[src/rtl/cdp_pkg.sv]
package cdp_pkg;

  typedef enum logic [2:0] {
    CS_IDLE,
    CS_LAUNCH_A,
    CS_WAIT_A,
    CS_LAUNCH_B,
    CS_WAIT_B,
    CS_REPLY
  } ctl_state_e;

endpackage

[src/rtl/cdp_seqdiv.sv]
module cdp_seqdiv #(
  parameter int W = 32
) (
  input  logic         clk,
  input  logic         rst_n,
  input  logic         start,
  input  logic [W-1:0] dividend,
  input  logic [W-1:0] divisor,
  output logic         done,
  output logic [W-1:0] quot,
  output logic [W-1:0] rem
);
  localparam int CNT_W = $clog2(W + 1);

  logic [W-1:0]     q_r, r_r, d_r;
  logic [CNT_W-1:0] cnt_r;
  logic             busy_r, done_r;

  logic [W:0]   trial, diff;
  logic [W-1:0] q_nx, r_nx;

  // one restoring step: shift in next dividend bit, try subtract
  always_comb begin
    trial = {r_r, q_r[W-1]};
    diff  = trial - {1'b0, d_r};
    if (!diff[W]) begin
      r_nx = diff[W-1:0];
      q_nx = {q_r[W-2:0], 1'b1};
    end else begin
      r_nx = trial[W-1:0];
      q_nx = {q_r[W-2:0], 1'b0};
    end
  end

  always_ff @(posedge clk) begin
    if (!rst_n) begin
      q_r    <= '0;
      r_r    <= '0;
      d_r    <= '0;
      cnt_r  <= '0;
      busy_r <= 1'b0;
      done_r <= 1'b0;
    end else begin
      done_r <= 1'b0;
      if (start && !busy_r) begin
        q_r    <= dividend;
        r_r    <= '0;
        d_r    <= divisor;
        cnt_r  <= CNT_W'(W);
        busy_r <= 1'b1;
      end else if (busy_r) begin
        q_r   <= q_nx;
        r_r   <= r_nx;
        cnt_r <= cnt_r - CNT_W'(1);
        if (cnt_r == CNT_W'(1)) begin
          busy_r <= 1'b0;
          done_r <= 1'b1;
        end
      end
    end
  end

  assign done = done_r;
  assign quot = q_r;
  assign rem  = r_r;

  AST_DIV_NONZERO: assert property (@(posedge clk) disable iff (!rst_n)
    start |-> divisor != '0);
  AST_DIV_START_IDLE: assert property (@(posedge clk) disable iff (!rst_n)
    start |-> !busy_r);
  AST_DIV_REM_RANGE: assert property (@(posedge clk) disable iff (!rst_n)
    done_r |-> r_r < d_r);
  AST_DIV_DONE_PULSE: assert property (@(posedge clk) disable iff (!rst_n)
    done_r |=> !done_r);

endmodule

[src/rtl/cdp_clkgen.sv]
module cdp_clkgen #(
  parameter int DIV_W     = 6,
  parameter int RESET_DIV = 3
) (
  input  logic             clk,
  input  logic             rst_n,
  input  logic             load,
  input  logic [DIV_W-1:0] load_val,
  output logic             clk_o,
  output logic             tick_o
);
  localparam int   RST_HI  = (RESET_DIV + 1) / 2;
  localparam logic RST_CLK = (RST_HI > 0);

  logic [DIV_W-1:0] cur_n, pend_n, cnt;
  logic             pend_v, clk_q, tick_q;

  logic             wrap;
  logic [DIV_W-1:0] n_nx, cnt_nx;
  logic [DIV_W:0]   per_nx, hi_len;

  always_comb begin
    wrap   = (cnt == cur_n);
    n_nx   = (wrap && pend_v) ? pend_n : cur_n;
    cnt_nx = wrap ? '0 : cnt + DIV_W'(1);
    per_nx = {1'b0, n_nx} + (DIV_W+1)'(1);
    hi_len = per_nx >> 1;
  end

  always_ff @(posedge clk) begin
    if (!rst_n) begin
      cur_n  <= DIV_W'(RESET_DIV);
      pend_n <= '0;
      pend_v <= 1'b0;
      cnt    <= '0;
      clk_q  <= RST_CLK;
      tick_q <= 1'b1;
    end else begin
      cnt    <= cnt_nx;
      cur_n  <= n_nx;
      clk_q  <= ({1'b0, cnt_nx} < hi_len);
      tick_q <= (cnt_nx == '0);
      if (load) begin
        pend_n <= load_val;
        pend_v <= 1'b1;
      end else if (wrap) begin
        pend_v <= 1'b0;
      end
    end
  end

  assign clk_o  = clk_q;
  assign tick_o = tick_q;

  AST_SWITCH_AT_WRAP: assert property (@(posedge clk) disable iff (!rst_n)
    (cnt != cur_n) |=> $stable(cur_n));
  AST_CNT_BOUND: assert property (@(posedge clk) disable iff (!rst_n)
    cnt <= cur_n);
  AST_LOW_AT_END: assert property (@(posedge clk) disable iff (!rst_n)
    (cnt == cur_n) |-> !clk_o);
  AST_HIGH_AT_START: assert property (@(posedge clk) disable iff (!rst_n)
    (tick_o && cur_n != '0) |-> clk_o);

endmodule

[src/rtl/cdp_ctrl.sv]
module cdp_ctrl
  import cdp_pkg::*;
#(
  parameter int RATE_W = 32,
  parameter int DIV_W  = 6
) (
  input  logic              clk,
  input  logic              rst_n,
  input  logic              req_valid,
  output logic              req_ready,
  input  logic [RATE_W-1:0] req_src,
  input  logic [RATE_W-1:0] req_freq,
  output logic              rsp_valid,
  input  logic              rsp_ready,
  output logic [DIV_W-1:0]  rsp_div,
  output logic [RATE_W-1:0] rsp_rate,
  output logic              rsp_err,
  output logic              div_start,
  output logic [RATE_W-1:0] div_dividend,
  output logic [RATE_W-1:0] div_divisor,
  input  logic              div_done,
  input  logic [RATE_W-1:0] div_quot,
  input  logic [RATE_W-1:0] div_rem,
  output logic              gen_load,
  output logic [DIV_W-1:0]  gen_val
);
  localparam int DIV_MAX = (1 << DIV_W) - 1;
  localparam int PW      = 2 * RATE_W;

  ctl_state_e        state;
  logic [RATE_W-1:0] src_r, freq_r, rate_r;
  logic [DIV_W-1:0]  div_r;
  logic              err_r;

  logic [RATE_W-1:0] half_src, ceil_q;
  logic              too_big;

  always_comb begin
    half_src     = src_r >> 1;
    ceil_q       = div_quot + RATE_W'(|div_rem);
    too_big      = ceil_q > RATE_W'(DIV_MAX);
    req_ready    = (state == CS_IDLE);
    rsp_valid    = (state == CS_REPLY);
    div_start    = (state == CS_LAUNCH_A) || (state == CS_LAUNCH_B);
    div_dividend = (state == CS_LAUNCH_A) ? half_src : src_r;
    div_divisor  = (state == CS_LAUNCH_A) ? freq_r
                                          : RATE_W'(div_r) + RATE_W'(1);
    gen_load     = (state == CS_WAIT_A) && div_done && !too_big;
    gen_val      = ceil_q[DIV_W-1:0];
  end

  always_ff @(posedge clk) begin
    if (!rst_n) begin
      state  <= CS_IDLE;
      src_r  <= '0;
      freq_r <= '0;
      rate_r <= '0;
      div_r  <= '0;
      err_r  <= 1'b0;
    end else begin
      unique case (state)
        CS_IDLE: if (req_valid) begin
          src_r  <= req_src;
          freq_r <= req_freq;
          if (req_freq == '0) begin
            err_r  <= 1'b1;
            div_r  <= '0;
            rate_r <= '0;
            state  <= CS_REPLY;
          end else begin
            err_r <= 1'b0;
            state <= CS_LAUNCH_A;
          end
        end
        CS_LAUNCH_A: state <= CS_WAIT_A;
        CS_WAIT_A: if (div_done) begin
          if (too_big) begin
            err_r  <= 1'b1;
            div_r  <= '0;
            rate_r <= '0;
            state  <= CS_REPLY;
          end else begin
            div_r <= ceil_q[DIV_W-1:0];
            state <= CS_LAUNCH_B;
          end
        end
        CS_LAUNCH_B: state <= CS_WAIT_B;
        CS_WAIT_B: if (div_done) begin
          rate_r <= div_quot >> 1;
          state  <= CS_REPLY;
        end
        CS_REPLY: if (rsp_ready) state <= CS_IDLE;
        default: state <= CS_IDLE;
      endcase
    end
  end

  assign rsp_div  = div_r;
  assign rsp_rate = rate_r;
  assign rsp_err  = err_r;

  AST_ZERO_REJECT: assert property (@(posedge clk) disable iff (!rst_n)
    (state == CS_IDLE && req_valid && req_freq == '0) |=> (rsp_valid && rsp_err));
  AST_DIV_EXACT: assert property (@(posedge clk) disable iff (!rst_n)
    (state == CS_WAIT_A && div_done) |->
      (PW'(div_quot) * PW'(freq_r) + PW'(div_rem) == PW'(half_src)));
  AST_CEIL_TIGHT: assert property (@(posedge clk) disable iff (!rst_n)
    (state == CS_WAIT_A && div_done) |->
      (PW'(ceil_q) * PW'(freq_r) >= PW'(half_src)) &&
      (ceil_q == '0 || PW'(ceil_q - RATE_W'(1)) * PW'(freq_r) < PW'(half_src)));
  AST_RANGE_ERR: assert property (@(posedge clk) disable iff (!rst_n)
    (rsp_valid && rsp_err) |-> (rsp_div == '0 && rsp_rate == '0));
  AST_RATE_LE_REQ: assert property (@(posedge clk) disable iff (!rst_n)
    (rsp_valid && !rsp_err) |-> rsp_rate <= freq_r);
  AST_RSP_HOLD: assert property (@(posedge clk) disable iff (!rst_n)
    (rsp_valid && !rsp_ready) |=>
      (rsp_valid && $stable(rsp_div) && $stable(rsp_rate) && $stable(rsp_err)));

endmodule

[src/rtl/cardclk_divprog.sv]
module cardclk_divprog #(
  parameter int RATE_W    = 32,
  parameter int DIV_W     = 6,
  parameter int RESET_DIV = 3
) (
  input  logic              clk,
  input  logic              rst_n,
  input  logic              req_valid,
  output logic              req_ready,
  input  logic [RATE_W-1:0] req_src_rate,
  input  logic [RATE_W-1:0] req_freq,
  output logic              rsp_valid,
  input  logic              rsp_ready,
  output logic [DIV_W-1:0]  rsp_div,
  output logic [RATE_W-1:0] rsp_rate,
  output logic              rsp_err,
  output logic              card_clk_o,
  output logic              card_tick_o
);
  logic              d_start, d_done;
  logic [RATE_W-1:0] d_dividend, d_divisor, d_quot, d_rem;
  logic              g_load;
  logic [DIV_W-1:0]  g_val;

  cdp_ctrl #(.RATE_W(RATE_W), .DIV_W(DIV_W)) u_ctrl (
    .clk          (clk),
    .rst_n        (rst_n),
    .req_valid    (req_valid),
    .req_ready    (req_ready),
    .req_src      (req_src_rate),
    .req_freq     (req_freq),
    .rsp_valid    (rsp_valid),
    .rsp_ready    (rsp_ready),
    .rsp_div      (rsp_div),
    .rsp_rate     (rsp_rate),
    .rsp_err      (rsp_err),
    .div_start    (d_start),
    .div_dividend (d_dividend),
    .div_divisor  (d_divisor),
    .div_done     (d_done),
    .div_quot     (d_quot),
    .div_rem      (d_rem),
    .gen_load     (g_load),
    .gen_val      (g_val)
  );

  cdp_seqdiv #(.W(RATE_W)) u_div (
    .clk      (clk),
    .rst_n    (rst_n),
    .start    (d_start),
    .dividend (d_dividend),
    .divisor  (d_divisor),
    .done     (d_done),
    .quot     (d_quot),
    .rem      (d_rem)
  );

  cdp_clkgen #(.DIV_W(DIV_W), .RESET_DIV(RESET_DIV)) u_gen (
    .clk      (clk),
    .rst_n    (rst_n),
    .load     (g_load),
    .load_val (g_val),
    .clk_o    (card_clk_o),
    .tick_o   (card_tick_o)
  );

  AST_NO_REQ_WHILE_BUSY: assert property (@(posedge clk) disable iff (!rst_n)
    (req_valid && req_ready) |=> !req_ready);

endmodule

[config.mk]
export PLATFORM = sky130hd
export DESIGN_NAME = cardclk_divprog
export DESIGN_NICKNAME = d
export VERILOG_FILES = /design/src/rtl/cdp_pkg.sv /design/src/rtl/cdp_seqdiv.sv /design/src/rtl/cdp_clkgen.sv /design/src/rtl/cdp_ctrl.sv /design/src/rtl/cardclk_divprog.sv
export SDC_FILE = /design/constraint.sdc
export NUM_CORES = 1
export LEC_CHECK = 0
export BUFFER_PORTS_ARGS = -buffer_cell sky130_fd_sc_hd__buf_2
export CAP_MARGIN = 25
export CORE_ASPECT_RATIO = 1.5
export CORE_MARGIN = 2
export CORE_UTILIZATION = 30
export DETAILED_ROUTE_END_ITERATION = 8
export GPL_ROUTABILITY_DRIVEN = 0
export PLACE_DENSITY = 0.57
export SLEW_MARGIN = 40
export SYNTH_ARGS = -nofsm -noshare
export SYNTH_HDL_FRONTEND = slang
export SYNTH_HIERARCHICAL = 1
export SYNTH_SLANG_ARGS = --single-unit
[constraint.sdc]
create_clock -name clk -period 4.6 [get_ports clk]
set_input_delay 0.23 -clock clk [delete_from_list [all_inputs] [get_ports clk]]
set_output_delay 0.23 -clock clk [all_outputs]
set_load 0.005 [all_outputs]
==> impl_metrics.json, run 1 <==
{
  "die_width_um": 175,
  "area_growth_pct": 18.0,
  "min_period_ns": 3.67,
  "ys_seq_area_share_pct": 35.1,
  "instances_no_fill": 2334,
  "cts_buffer_depth": 3,
  "cp-end-kind": "register",
  "synth_area_leaders": "dfxtp_1 (35%), nand2_1 (8.1%), mux2i_1 (5.1%), a21oi_1 (4.4%), ha_1 (4.2%)",
  "max-vdd-ir-drop_mv": 0.451,
  "rsz0062_at_grt": "no",
  "yosysMostFrequentCell": "nand2_1",
  "ys_ff_latch": 230,
  "p_sw_mw": 4.59,
  "finalPower_mw": 10.3,
  "synthesis.nets": 1754,
  "ys_types": 79,
  "post_cts_buffers": 0,
  "arrival_ns": 4.06,
  "worstSetupPathType": "register to register",
  "clock_latency_ns": 0.54,
  "cts_tree": "done",
  "path_clk_slew_ns": 0.06,
  "power_frac_comb_pct": 54.9,
  "fp.dieH_um": 260,
  "pwr-share-seq_pct": 26.4,
  "synth_edf_count": 0,
  "slew_headroom_pct": 43.6,
  "setup_ws_ns": 0.929,
  "netlist_instances": 1641,
  "tns_ns": 0,
  "portBuffers": 109,
  "nets": 1861,
  "start_util_pct": 30.5,
  "ctsHoldBuffers": 62,
  "ys_top_cells_by_count": "nand2_1 (284), dfxtp_1 (230), a21oi_1 (116)",
  "clockPowerShare_pct": 18.7,
  "multi_input_area_mm2": 0.00789,
  "cts_root_buf": "clkbuf_16",
  "core_region_area_mm2": 0.0431,
  "avgSynthCellArea_um2": 8.00,
  "utilization_pct": 36.0,
  "fillCellCount": 4532,
  "grt_util_all_layers_pct": 16.7,
  "synth-async-reset-ratio_pct": 0,
  "dieArea_mm2": 0.0455,
  "placed_cells": 2230,
  "drc_errors": 0,
  "regArea_mm2": 0.00461,
  "max_clock_freq_ghz": 0.272,
  "num_vias": 12200,
  "crit_required_ns": 4.99,
  "min_path_type": "primary input to register",
  "post-synth-top-area-cell": "dfxtp_1",
  "routed_wl_mm": 38.8,
  "htree_levels": 1,
  "final_cell_area_mm2": 0.0155,
  "ant_nets": 0,
  "post-place-ws_ns": 0.959,
  "r2r_slack_ns": 0.93,
  "setup-violations-final": 0,
  "grt_start_max_net_pins": 92,
  "cts_made_buffers": 24,
  "leakagePower_nw": 6.05,
  "ios": 111,
  "grt_pass1_wl_mm": 62.6,
  "swShare_pct": 44.6,
  "vias_per_cell": 5.23,
  "rows": 93,
  "fin_crit_sh_pct": 79.8,
  "grt_pass1_vias": 12100,
  "fin_skew_ns": 0.0125,
  "drt_iter0_markers": 722,
  "synth_top_area_share_pct": 35.1,
  "dp_hpwl_mm": 27.3,
  "first_pass_iters": 5,
  "synthFlopType": "dfxtp_1",
  "crit_path_max_fanout": 21,
  "status": "completed",
  "hold_ws_ns": 0.0319,
  "antenna_found_initial": 0,
  "yosysWarningCount": 6,
  "worst_pin_slew_ns": 0.840,
  "wire_per_inst_um": 16.6,
  "startpoint_type": "register",
  "grt.overflow.total": 0,
  "drive_above_1_share_pct": 12.8,
  "p_per_area_mw_per_mm2": 664,
  "diodes": 0,
  "slew_viol_final": 0,
  "p_int_mw": 5.70,
  "netlist_area_mm2": 0.0131,
  "max_cap_viol_count": 0,
  "placed_area_mm2": 0.0141,
  "hold_violations": 0,
  "postCtsResizedCells": 0,
  "cts.sinks": 230
}
## layer usage
metal	part of all wire [%]	vias up	routed length, um	global-route usage [%]
met1	41	5854	15800	18.9
li1	-	5996	-	-
met3	4.0	70	1560	2.06
met5	0	-	0	0
met4	3.8	0	1460	7.15
met2	52	287	20000	31.3
## layout make-up
| class | instances | share of cell area, % |
|---|---|---|
| clock buffers | 35 | 4.47 |
| clock inverters | 7 | 0.428 |
| inverters | 55 | 1.33 |
| multi-input cells | 1247 | 50.9 |
| flip-flops and latches | 230 | 29.7 |
| well taps | 570 | 4.60 |
| repair buffers | 190 | 8.51 |
## registers in the layout, summed over array words and instances, names as in the netlist, 31 cells and up
name / cells
u_div/d_r: 32
u_div/quot: 32
u_ctrl/rsp_rate: 31
u_ctrl/freq_r: 32
u_div/rem: 32
u_ctrl/src_r: 32
## power by group through the flow
stage | Sequential (mW) | Combinational (mW) | Clock (mW)
global route | 2.78 | 6.21 | 2.05
global placement | 2.75 | 5.54 | 0
CTS | 2.72 | 5.64 | 1.98
detailed placement | 2.75 | 5.58 | 0
floorplan | 2.59 | 4.54 | 0
finish | 2.72 | 5.64 | 1.93
## cell usage in the layout, fill, tap and decap left out, types with 8 or more instances in the layout
master / instances
nand2_1: 283
dfxtp_1: 229
a21oi_1: 116
buf_2: 108
nor2_1: 102
a21boi_0: 70
mux2i_1: 67
nand3_1: 63
dlygate4sd3_1: 62
inv_1: 54
o21ai_0: 54
ha_1: 44
o21ai_1: 41
mux2_2: 36
and2_1: 33
a32oi_1: 33
xnor2_1: 31
xor2_1: 29
clkbuf_16: 25
nor2b_1: 20
nor4_1: 19
buf_4: 18
nor3_1: 18
nand4_1: 17
a21o_1: 15
and3_1: 13
and4_1: 11
nand2b_1: 11
o211a_1: 11
o211ai_1: 9
a211oi_1: 8
## worst paths after layout
check	start	to	cells after the start
hold / removal	req_src_rate[11]	u_ctrl/src_r[11]$_SDFFE_PN0P_	3
setup reg to reg	u_div/quot[31]$_SDFFE_PN0P_	u_div/rem[14]$_SDFFE_PP0P_	12
setup / recovery	u_div/quot[31]$_SDFFE_PN0P_	u_div/rem[14]$_SDFFE_PP0P_	12
hold reg to reg	u_div/d_r[16]$_SDFFE_PN0P_	u_div/d_r[16]$_SDFFE_PN0P_	2
## critical path: stages, from the launching register on
cell and delay, ns:
dfxtp_1 0.37, inv_1 0.09, ha_1 0.22, fa_1 0.40, nand2b_1 0.18, a21oi_1 0.31
o41ai_4 0.16, a2111o_1 0.44, a21o_1 0.23, o211ai_4 0.33, buf_4 0.42, mux2i_1 0.26
a21oi_1 0.08
## kinds of logic after synthesis
kind of cell	count (synthesis)	synth area share, %
XOR/XNOR	61	4.13
AND/OR/NAND/NOR	621	22.1
flip-flops	230	35.1
multiplexers	105	8.39
AO/OA/AOI/OAI	414	20.8
buffers and inverters	164	5.16
other	1	0.0286
adder cells (fa/ha/maj)	45	4.35
(Power assumes the default switching activity.)
==> run 2: changes to the inputs <==
--- a/config.mk
+++ b/config.mk
@@ -12,7 +12,7 @@
 export CORE_UTILIZATION = 30
 export DETAILED_ROUTE_END_ITERATION = 8
 export GPL_ROUTABILITY_DRIVEN = 0
-export PLACE_DENSITY = 0.57
+export PLACE_DENSITY = 0.58
 export SLEW_MARGIN = 40
 export SYNTH_ARGS = -nofsm -noshare
 export SYNTH_HDL_FRONTEND = slang
==> constraint.sdc (replaced) <==
create_clock -name clk -period 3.2 [get_ports clk]
set_input_delay 0.16 -clock clk [delete_from_list [all_inputs] [get_ports clk]]
set_output_delay 0.16 -clock clk [all_outputs]
set_load 0.005 [all_outputs]
==> impl_metrics.json, run 2 (synthesis gave the netlist of run 1 again) <==
{
  "slew_viol_final": 0,
  "htree_levels": 1,
  "r2r-start": "u_div/rem[11]$_SDFFE_PP0P_",
  "grt.overflow.total": 0,
  "layout_common_cells": "nand2_1 (283), dfxtp_1 (226), a21oi_1 (115)",
  "portBuffers": 109,
  "grt_pass1_wl_mm": 64.5,
  "fillCellCount": 4438,
  "startpoint_type": "register",
  "crit_required_ns": 3.63,
  "max_clock_freq_ghz": 0.301,
  "status": "finished, violations left",
  "first_pass_iters": 5,
  "min_delay_path_depth": 3,
  "drt-met1-wl_mm": 16.3,
  "failed_checks": "setup timing",
  "min_path_type": "primary input to register",
  "clock_latency_ns": 0.54,
  "placed_area_mm2": 0.0148,
  "drc_errors": 0,
  "fin_skew_ns": 0.0105,
  "ios": 111,
  "rr_worst_depth": 15,
  "met3RoutedLength_mm": 1.42,
  "fp.dieH_um": 260,
  "worstHoldEndpoint": "u_ctrl/state[0]$_SDFFE_PN0P_",
  "cts_buffer_depth": 3,
  "drt_iter0_markers": 667,
  "rsz0062_at_grt": "yes",
  "worstSetupPathType": "register to register",
  "cp-end-kind": "register",
  "setup_ws_ns": -0.125,
  "wl_met2_mm": 20.8,
  "cts_made_buffers": 24,
  "die_width_um": 175,
  "nets": 1957,
  "critical_path.cell_chain": "nor4_4, nand4_1, or2_4, ha_4, buf_6, and4_4, a21o_1, a211oi_2, o2111ai_2, a211oi_2, nand4_1, nor2b_1, buf_4, mux2i_1, nor2b_1",
  "crit_path_max_fanout": 7,
  "fin_crit_sh_pct": 104,
  "wire_per_inst_um": 16.6,
  "min_period_ns": 3.32,
  "core_region_area_mm2": 0.0431,
  "area_growth_pct": 27.1,
  "grt_util_all_layers_pct": 17.3,
  "slew_headroom_pct": 47.9,
  "grt_pass1_vias": 12500,
  "cts.sinks": 230,
  "path_clk_slew_ns": 0.06,
  "setup-violations-final": 25,
  "final_cell_area_mm2": 0.0167,
  "rows": 93,
  "cts_root_buf": "clkbuf_16",
  "critPathMaxStageDelay_ns": 0.34,
  "dieArea_mm2": 0.0455,
  "r2r_end": "u_gen/pend_n[0]$_SDFFE_PN0P_",
  "cts_tree": "done",
  "start_util_pct": 30.5,
  "max_cap_viol_count": 0,
  "finalPower_mw": 17.5,
  "top_layer": "met4",
  "dp_hpwl_mm": 28.8,
  "layout_commonest_cell": "nand2_1",
  "drive_above_1_share_pct": 19.6,
  "grt_start_max_net_pins": 79,
  "p_per_area_mw_per_mm2": 1050,
  "max-vdd-ir-drop_mv": 0.766,
  "utilization_pct": 38.7,
  "antenna_found_initial": 1,
  "vias_per_cell": 5.18,
  "worst_path_max_delay_cell": "dfxtp_2",
  "arrival_ns": 3.76,
  "r2r_slack_ns": -0.12,
  "hold_violations": 0,
  "routed_wl_mm": 40.5,
  "hold_path_startpoint": "rsp_ready",
  "num_vias": 12600,
  "tns_ns": -1.34,
  "leakagePower_nw": 6.72,
  "worst_pin_slew_ns": 0.782,
  "ant_nets": 0
}
[run 2: changes by cell type in the layout (fill, tap and decap cells not counted), sizes merged]
cell / before / now
buf: 128 / 218
bufinv: 1 / 6
clkinvlp: 1 / 3
dlygate4sd3: 62 / 64
diode: 0 / 1
inv: 56 / 55
[run 2: worst max path at each step]
stage | cells past startpoint | end | slack, ns | from
after floorplan | 16 | u_gen/pend_n[0]$_SDFFE_PN0P_ | 0.01 | u_div/rem[2]$_SDFFE_PP0P_
after global placement | 15 | u_gen/pend_n[5]$_SDFFE_PN0P_ | -0.34 | u_div/rem[11]$_SDFFE_PP0P_
after detailed placement | 15 | u_gen/pend_n[2]$_SDFFE_PN0P_ | -0.39 | u_div/rem[11]$_SDFFE_PP0P_
after CTS | 15 | u_gen/pend_n[2]$_SDFFE_PN0P_ | -0.05 | u_div/rem[12]$_SDFFE_PP0P_
after global routing | 15 | u_gen/pend_n[0]$_SDFFE_PN0P_ | -0.25 | u_div/rem[11]$_SDFFE_PP0P_
final | 15 | u_gen/pend_n[0]$_SDFFE_PN0P_ | -0.12 | u_div/rem[11]$_SDFFE_PP0P_
[run 2: worst max-delay path, delay by kind of cell, from the launching register on]
family,cells,cell delay (ns)
mux,1,0.21
simple gates,7,1.45
flops,1,0.34
compound gates,4,0.72
fa+ha+maj,1,0.18
buf+inv,2,0.30
[run 2: power breakdown]
group | internal [mW] | total (mW) | switching (mW) | leakage, nW
clock network | 2.00 | 3.25 | 1.25 | 0.440
registers | 3.35 | 3.80 | 0.453 | 1.87
logic | 4.77 | 10.4 | 5.68 | 4.41
total | 10.1 | 17.5 | 7.39 | 6.72
[run 2: area by class of cell]
type / count / area (um^2) / share of cell area (%)
well taps: 570 / 713 / 4.28
inverters: 55 / 206 / 1.24
clock inverters: 13 / 226 / 1.36
flip-flops and latches: 230 / 4610 / 27.6
clock buffers: 31 / 688 / 4.13
repair buffers: 286 / 2180 / 13.1
multi-input cells: 1247 / 8060 / 48.3
diodes: 1 / 2.50 / 0.0150
[run 2: per-layer routing]
layer	track usage (%)	vias to the layer above
met2	32.1	303
li1	-	6190
met4	8.75	0
met5	0	-
met3	1.74	96
met1	19.6	6007
[run 2: what timing repair did]
action	4_1_cts	5_1_grt
hold buffers	64	0
gates resized for setup	17	37
pin swaps	10	28
endpoints found under the hold margin	64	0
setup endpoints to repair	49	73
setup buffers	1	7
cloned	0	3
[run 2: metrics by stage]
stage	setup WS, ns	hold WS, ns	instances
2_1_floorplan	0.00988	0.288	1641
3_3_place_gp	-0.339	0.420	2314
3_5_place_dp	-0.390	0.423	2314
4_1_cts	-0.0535	0.0442	2423
5_1_grt	-0.252	0.0443	2433
6_report	-0.125	0.0576	2433
==> run 3: changes to the inputs <==
--- a/config.mk
+++ b/config.mk
@@ -9,10 +9,10 @@
 export CAP_MARGIN = 25
 export CORE_ASPECT_RATIO = 1.5
 export CORE_MARGIN = 2
-export CORE_UTILIZATION = 30
+export CORE_UTILIZATION = 50
 export DETAILED_ROUTE_END_ITERATION = 8
 export GPL_ROUTABILITY_DRIVEN = 0
-export PLACE_DENSITY = 0.58
+export PLACE_DENSITY = 0.82
 export SLEW_MARGIN = 40
 export SYNTH_ARGS = -nofsm -noshare
 export SYNTH_HDL_FRONTEND = slang
==> impl_metrics.json, run 3 (synthesis gave the netlist of run 1 again) <==
{
  "status": "finished, violations left",
  "failed_checks": "setup timing",
  "grt.busiest_layer": "met2",
  "worst_path_max_delay_cell": "dfxtp_1",
  "crit_path_max_fanout": 7,
  "layout_commonest_cell": "nand2_1",
  "dieArea_mm2": 0.0276,
  "crit_required_ns": 3.63,
  "cpMostUsedCell": "nand4_1",
  "worst_pin_slew_ns": 0.811,
  "grtUsageMet1_pct": 30.6,
  "drt_iter0_markers": 989,
  "antenna_found_initial": 1,
  "core_region_area_mm2": 0.0258,
  "fp.dieH_um": 202,
  "path_delay_family": "simple AND/OR/NAND/NOR gates",
  "placed_area_mm2": 0.0143,
  "path_clk_slew_ns": 0.07,
  "r2r-start": "u_div/rem[19]$_SDFFE_PP0P_",
  "ant_nets": 0,
  "htree_levels": 1,
  "tns_ns": -0.106,
  "hold_violations": 0,
  "worstSetupPathType": "register to register",
  "max-vdd-ir-drop_mv": 0.776,
  "num_vias": 13000,
  "cts_made_buffers": 23,
  "startpoint_type": "register",
  "rows": 72,
  "rsz0062_at_grt": "yes",
  "use_met2_pct": 49.1,
  "cts_root_buf": "clkbuf_16",
  "slew_viol_final": 0,
  "max_cap_viol_count": 0,
  "fin_crit_sh_pct": 101,
  "grt_use_met3_pct": 3.94,
  "dp_hpwl_mm": 25.4,
  "setup-violations-final": 7,
  "grt_pass1_wl_mm": 62.3,
  "die_width_um": 136,
  "slew_headroom_pct": 45.7,
  "min_period_ns": 3.24,
  "vias_per_cell": 5.97,
  "cts.sinks": 230,
  "path_buf_inv": 1,
  "nets": 1934,
  "fin_skew_ns": 0.0238,
  "routed_wl_mm": 38.7,
  "critical_path.cell_chain": "nor4_2, nand4_1, or2_4, ha_4, ha_4, nand3_4, nor2_2, o32ai_1, nand4_1, nor4b_2, nand4_1, nor2b_1, buf_4, mux2i_1, nor2b_1",
  "max_clock_freq_ghz": 0.308,
  "startpoint": "u_div/rem[19]$_SDFFE_PP0P_",
  "drc_errors": 0,
  "cp-end-kind": "register",
  "clock_latency_ns": 0.54,
  "area_growth_pct": 21.7,
  "min_path_type": "primary input to register",
  "grt.overflow.total": 0,
  "drive_above_1_share_pct": 17.4,
  "hold_path_startpoint": "rsp_ready",
  "cts_buffer_depth": 3,
  "grt_start_max_net_pins": 178,
  "final_cell_area_mm2": 0.0160,
  "finalPower_mw": 16.6,
  "arrival_ns": 3.67,
  "start_util_pct": 50.9,
  "first_pass_iters": 8,
  "hold_ws_ns": 0.0280,
  "p_per_area_mw_per_mm2": 1040,
  "wire_per_inst_um": 17.8,
  "leakagePower_nw": 6.46,
  "grt_pass1_vias": 12900,
  "cts_tree": "done",
  "critPathMaxStageDelay_ns": 0.33,
  "portBuffers": 109,
  "grt_util_all_layers_pct": 27.6,
  "ios": 111,
  "setup_ws_ns": -0.0438,
  "layout_common_cells": "nand2_1 (283), dfxtp_1 (226), a21oi_1 (116)"
}
## run 3: changes by cell type in the layout (fill, tap and decap cells not counted), moves of 4 or more
cell / delta
o21ai_2: -21
o21ai_1: +21
clkbuf_16: -4
buf_4: -18
## run 3: metal layers
layer	part of all wire (%)	routed length, um
met2	51	19600
met3	5.4	2090
met5	0	0
met4	6.0	2330
met1	38	14600
## run 3: area by class of cell
cell class                      instances  area (um^2)
Clock buffer                           27          601
Clock inverter                         14          164
Tap cell                              333          417
Inverter                               55          206
Timing Repair Buffer                  264         1970
Antenna cell                            2         5.00
Multi-Input combinational cell       1247         8000
Fill cell                            2057         9790
Sequential cell                       230         4610
## run 3: repair_timing
action | in CTS | in global routing
gates cloned | 0 | 1
pin swaps | 7 | 13
endpoints found under the hold margin | 64 | 0
setup buffers | 0 | 7
endpoints found under the setup margin | 47 | 69
hold buffers | 64 | 0
resized for setup | 10 | 24
## run 3: worst reg2reg max path: cells and delay by family (launching register included)
kind            cells  cell delay, ns
mux                 1            0.22
flops               1            0.33
buf+inv             1            0.18
simple gates       10            1.74
fa+ha+maj           2            0.36
compound gates      1            0.31
## run 3: report_power, final
part / switching [mW] / internal, mW
sequential: 0.489 / 3.35
combinational: 5.45 / 4.50
clock: 1.18 / 1.60
total: 7.12 / 9.44
## run 3: worst paths after layout
| check | slack [ns] | end | cells after the start |
|---|---|---|---|
| worst max register to register | -0.04 | u_gen/pend_n[3]$_SDFFE_PN0P_ | 15 |
| worst max-delay path | -0.04 | u_gen/pend_n[3]$_SDFFE_PN0P_ | 15 |
| worst min register to register | 0.45 | u_div/d_r[12]$_SDFFE_PN0P_ | 2 |
| worst min-delay path | 0.03 | u_ctrl/state[0]$_SDFFE_PN0P_ | 3 |
## run 3: metrics by stage
stage	setup WS, ns	instances	util (%)
3_5_place_dp	-0.251	2057	55.6
4_1_cts	-0.00655	2162	61.2
6_report	-0.0438	2172	62.0
5_1_grt	-0.157	2171	62.0
2_1_floorplan	0.00988	1641	-
3_3_place_gp	-0.162	2057	55.6
